### config.mk
export PLATFORM = sky130hd
export DESIGN_NAME = operand_relation_unit
export DESIGN_NICKNAME = d
export VERILOG_FILES = /design/src/rtl/orel_pkg.sv /design/src/rtl/orel_order.sv /design/src/rtl/orel_carry.sv /design/src/rtl/orel_lzc.sv /design/src/rtl/orel_lane.sv /design/src/rtl/operand_relation_unit.sv
export SDC_FILE = /design/constraint.sdc
export NUM_CORES = 1
export LEC_CHECK = 0
export ABC_AREA = 1
export BUFFER_PORTS_ARGS = -buffer_cell sky130_fd_sc_hd__buf_2
export CAP_MARGIN = 40
export CORE_UTILIZATION = 60
export CTS_CLUSTER_DIAMETER = 30
export DETAILED_ROUTE_END_ITERATION = 10
export HOLD_SLACK_MARGIN = 0.1
export PLACE_DENSITY = 0.85
export SYNTH_ARGS = -nofsm -noshare
export SYNTH_HDL_FRONTEND = slang
export SYNTH_HIERARCHICAL = 1
export SYNTH_SLANG_ARGS = --single-unit
### constraint.sdc
create_clock -name clk -period 4.19 [get_ports clk]
set_input_delay 0 -clock clk [delete_from_list [all_inputs] [get_ports clk]]
set_output_delay 0 -clock clk [all_outputs]
set_load 0.05 [all_outputs]
### src/rtl/orel_pkg.sv
package orel_pkg;

    localparam int unsigned DW      = 32;
    localparam int unsigned LANE_W  = 8;
    localparam int unsigned OPW     = 3;

    typedef enum logic [OPW-1:0] {
        OP_ORD_S = 3'd0,
        OP_ORD_U = 3'd1,
        OP_CARRY = 3'd2,
        OP_LZC   = 3'd3,
        OP_LANE  = 3'd4
    } op_e;

    typedef struct packed {
        logic          vld;
        logic [DW-1:0] val;
    } res_t;

    // Replace the top bit of a difference when operand signs disagree.
    function automatic logic [DW-1:0] ord_fix(input logic [DW-1:0] diff,
                                              input logic a_top,
                                              input logic b_top,
                                              input logic uns);
        logic [DW-1:0] r;
        r = diff;
        if (a_top != b_top) r[DW-1] = uns ? a_top : b_top;
        return r;
    endfunction

endpackage

### src/rtl/orel_order.sv
module orel_order #(
    parameter int unsigned W = orel_pkg::DW
) (
    input  logic [W-1:0] a,
    input  logic [W-1:0] b,
    input  logic         uns,
    output logic [W-1:0] ord
);
    logic [W-1:0] diff;

    always_comb begin
        diff = b + ~a + W'(1);
        ord  = diff;
        if (a[W-1] != b[W-1]) ord[W-1] = uns ? a[W-1] : b[W-1];
    end
endmodule

### src/rtl/orel_carry.sv
module orel_carry #(
    parameter int unsigned W = orel_pkg::DW
) (
    input  logic [W-1:0] a,
    input  logic [W-1:0] b,
    input  logic         cin,
    output logic         cout
);
    logic [W:0] wide;

    always_comb begin
        wide = {1'b0, a} + {1'b0, b} + {{W{1'b0}}, cin};
        cout = wide[W];
    end
endmodule

### src/rtl/orel_lzc.sv
module orel_lzc #(
    parameter int unsigned W  = orel_pkg::DW,
    localparam int unsigned CW = $clog2(W) + 1
) (
    input  logic [W-1:0]  x,
    output logic [CW-1:0] cnt
);
    always_comb begin
        cnt = CW'(W);
        for (int i = 0; i < W; i++) begin
            if (x[i]) cnt = CW'(W - 1 - i);
        end
    end
endmodule

### src/rtl/orel_lane.sv
module orel_lane #(
    parameter int unsigned W  = orel_pkg::DW,
    parameter int unsigned LW = orel_pkg::LANE_W,
    localparam int unsigned NL = W / LW,
    localparam int unsigned IW = $clog2(NL + 1)
) (
    input  logic [W-1:0]  a,
    input  logic [W-1:0]  b,
    output logic [IW-1:0] idx
);
    logic [NL-1:0] eq;

    // Lane k = 0 is the most significant byte.
    for (genvar k = 0; k < NL; k++) begin : g_lane
        assign eq[k] = (a[W-1-k*LW -: LW] == b[W-1-k*LW -: LW]);
    end

    always_comb begin
        idx = '0;
        for (int k = NL - 1; k >= 0; k--) begin
            if (eq[k]) idx = IW'(k + 1);
        end
    end
endmodule

### src/rtl/operand_relation_unit.sv
module operand_relation_unit
    import orel_pkg::*;
(
    input  logic          clk,
    input  logic          rst,
    input  logic          in_valid,
    input  logic [2:0]    op_sel,
    input  logic [31:0]   opa,
    input  logic [31:0]   opb,
    input  logic          carry_in,
    output logic          out_valid,
    output logic [31:0]   result
);
    localparam int unsigned W  = DW;
    localparam int unsigned CW = $clog2(W) + 1;
    localparam int unsigned NL = W / LANE_W;
    localparam int unsigned IW = $clog2(NL + 1);

    logic [W-1:0]  ord_val;
    logic          cy;
    logic [CW-1:0] zc;
    logic [IW-1:0] lane_idx;
    logic [W-1:0]  comb_val;
    res_t          q;
    op_e           op;

    assign op = op_e'(op_sel);

    orel_order #(.W(W)) u_order (
        .a(opa), .b(opb), .uns(op == OP_ORD_U), .ord(ord_val)
    );

    orel_carry #(.W(W)) u_carry (
        .a(opa), .b(opb), .cin(carry_in), .cout(cy)
    );

    orel_lzc #(.W(W)) u_lzc (
        .x(opa), .cnt(zc)
    );

    orel_lane #(.W(W), .LW(LANE_W)) u_lane (
        .a(opa), .b(opb), .idx(lane_idx)
    );

    always_comb begin
        unique case (op)
            OP_ORD_S, OP_ORD_U: comb_val = ord_val;
            OP_CARRY:           comb_val = W'(cy);
            OP_LZC:             comb_val = W'(zc);
            OP_LANE:            comb_val = W'(lane_idx);
            default:            comb_val = '0;
        endcase
    end

    always_ff @(posedge clk) begin
        if (rst) begin
            q <= '0;
        end else begin
            q.vld <= in_valid;
            if (in_valid) q.val <= comb_val;
        end
    end

    assign out_valid = q.vld;
    assign result    = q.val;


    valid_launch_chk: assert property (@(posedge clk) disable iff (rst)
        in_valid |=> out_valid);

    valid_idle_chk: assert property (@(posedge clk) disable iff (rst)
        !in_valid |=> !out_valid);

    result_hold_chk: assert property (@(posedge clk) disable iff (rst)
        !in_valid |=> $stable(result));

    unused_zero_chk: assert property (@(posedge clk) disable iff (rst)
        (in_valid && op_sel > 3'd4) |=> result == '0);

    lzc_range_chk: assert property (@(posedge clk) disable iff (rst)
        (in_valid && op_sel == 3'd3) |=> result <= 32'(W));

    carry_width_chk: assert property (@(posedge clk) disable iff (rst)
        (in_valid && op_sel == 3'd2) |=> result[W-1:1] == '0);

    lane_range_chk: assert property (@(posedge clk) disable iff (rst)
        (in_valid && op_sel == 3'd4) |=> result <= 32'(NL));

endmodule

==> reports/qor.yml <==
timing:
  whs_ns: 0.176
  worst_pin_slew_ns: 0.791
  final.min_clock_period_ns: 1.96
  hold_viol: 0
  fin_ws_ns: 2.23
  tns_ns: 0
  fmax_mhz: 509
  layout_worst_path_cycle_share_pct: 46.9
  slew_violations: 0
  fin_skew_ns: 0
  rsz0062_at_grt: "false"
  relSlewSlack_pct: 47.2
  setup_viol: 0
clocking:
  clkLatencyLatePin_ns: 0.28
  clock-sinks: 33
  post_cts_buffers: 0
  h-tree-depth: 2
  cts_tree: "done"
  cts_buffers: 5
  cts-root-buf: "clkbuf_8"
  clk_pin_slew_ns: 0.06
  postCtsHoldBufs: 1
  ctsResizeCount: 0
  cts_max_path_buffers: 2
finish:
  multi_input_area_mm2: 0.00407
  fin_nets: 1282
  drive_above_1_share_pct: 12.3
  fin_cells: 1255
  n_antenna_cell: 0
  area.sequential_um2: 661
  fillers: 915
  syn_to_final_growth_pct: 12.1
yosys:
  synth_area_mm2: 0.00562
  synthCells: 1049
  synth_edf_count: 0
  yosysSeqAreaShare_pct: 11.8
  synth_seq_cells: 33
  synth.avg_cell_area_um2: 5.35
  synth_top_cell_by_area: "nand2_1"
  synthFlopType: "dfxtp_1"
  ys_warn_count: 6
  synth_top_area_share_pct: 26.5
  synth.area.top_cells: "nand2_1 (26%), inv_1 (14%), ha_1 (14%)"
  yosysMostFrequentCell: "nand2_1"
  async_flop_share_pct: 0
  syn-num-nets: 1184
  synth_top_cells_by_count: "nand2_1 (396), inv_1 (213), nor2_1 (89), a21oi_1 (71), ha_1 (63)"
  synth_cell_types: 39
placed_design:
  globalplace.congestion: 0.983
  post-place-ws_ns: 1.93
  io_buffers: 103
  dp_cells: 1247
  dp_hpwl_um: 12400
routing:
  num_vias: 6377
  route.met2.wl_um: 6080
  drc_errors: 0
  wl_met3_um: 982
  drt-total-wl_um: 14500
  drt_iter0_markers: 419
  met1Wirelength_um: 7190
  ant_nets: 0
  routed_via_density: 5.08
  wire_per_inst_um: 11.6
  top_layer_used: "met4"
  dr.pass1.iters: 5
global_routing:
  grt-ovfl-total: 0
  grt_max_degree: 60
  grtUsageTotal_pct: 30.7
  grt_pass1_vias: 5552
  grt_pass1_wl_um: 24600
  antenna_found_initial: 0
floorplan:
  start_util_pct: 63.2
  core_mm2: 0.00889
  floorplan.rows: 34
  fp.dieW_um: 98.7
  dieArea_mm2: 0.00975
  die_h_um: 98.7
  ios: 104
setup_path:
  crit_buf_inv: 2
  crit_fanout: 6
  cp_common_cell: "nand2_1"
  reg2reg_depth: 2
  cpLargestDelayFamily: "simple AND/OR/NAND/NOR gates"
  cp.depth: 36
  required_ns: 4.40
  end_kind: "flop"
  crit_path_max_incr_delay_ns: 0.15
  critical_path.slowest_cell: "a21oi_1"
  critPathKind: "input port to flop"
  crit_arrival_ns: 2.18
  start_kind: "input port"
power_and_ir_drop:
  vdd_drop_max_mv: 0.132
  p_leak_nw: 3.98
  p_per_area_mw_per_mm2: 203
  total_power_mw: 1.28
hold_path:
  hold_path_class: "input port to flop"
  hold_depth: 5
status:
  status: "finished clean"
flow_run:
  cap_violations: 0
## state kept, by name, indices dropped and copies added (netlist names)
| signal | cells |
|---|---|
| out_valid | 1 |
| result | 32 |
## where the power goes
group	switching, mW	total [mW]	leakage (nW)	internal, mW
combinational	0.472	0.706	3.66	0.234
sequential	0.00841	0.341	0.272	0.333
clock	0.104	0.234	0.0443	0.130
total	0.584	1.28	3.98	0.697
## final cells by class
| cell class | count | share of cell area (%) |
|---|---|---|
| Multi-Input combinational cell | 784 | 64.6 |
| Sequential cell | 33 | 10.5 |
| Tap cell | 108 | 2.15 |
| Timing Repair Buffer | 104 | 8.34 |
| Clock buffer | 7 | 1.37 |
| Inverter | 219 | 13.1 |
## worst reg2reg max path, delay by kind of cell (launching register included)
| kind | cells | cell delay [ns] |
|---|---|---|
| flops | 1 | 0.32 |
| compound gates | 2 | 0.24 |
## routing by layer
layer / vias to the layer above / global-route usage [%]
met5: - / 0
met4: 0 / 7.92
met1: 2714 / 44.3
met2: 246 / 50.0
met3: 15 / 1.42
li1: 3402 / -
## final timing paths
kind,startpoint,to,slack (ns)
max,opa[1],result[0]$_SDFFE_PP0P_,2.23
min,op_sel[0],result[4]$_SDFFE_PP0P_,0.18
max reg2reg,result[24]$_SDFFE_PP0P_,result[24]$_SDFFE_PP0P_,3.49
min reg2reg,result[5]$_SDFFE_PP0P_,result[5]$_SDFFE_PP0P_,0.47
## per-stage QoR
stage,utilization (%),area (µm²)
3_3_place_gp,69.7,6200
6_report,70.8,6300
4_1_cts,70.8,6300
3_5_place_dp,69.7,6200
2_1_floorplan,-,5620
5_1_grt,70.8,6300
## cells in the final DEF, fill, tap and decap left out, drive strengths merged
| master | count |
|---|---|
| a211oi | 1 |
| a21boi | 1 |
| a21o | 1 |
| a21oi | 73 |
| a311oi | 1 |
| a31oi | 1 |
| buf | 103 |
| clkbuf | 7 |
| dfxtp | 33 |
| dlygate4sd3 | 1 |
| fa | 1 |
| ha | 63 |
| inv | 219 |
| nand2 | 408 |
| nand3 | 41 |
| nand3b | 1 |
| nand4 | 9 |
| nor2 | 95 |
| nor3 | 8 |
| nor3b | 1 |
| nor4 | 4 |
| o211ai | 1 |
| o21a | 1 |
| o21ai | 32 |
| o21bai | 4 |
| o31ai | 1 |
| or2 | 1 |
| xnor2 | 18 |
| xor2 | 17 |
## kinds of logic (layout without fill, tap and decap cells)
family,after synthesis,after routing,share of synthesized area [%]
simple gates,568,568,41.4
buf+inv,232,330,15.8
compound gates,117,117,11.2
fa+ha+maj,64,64,14.4
xor+xnor,35,35,5.46
flops,33,33,11.8
Power figures use the tool's default switching activity.
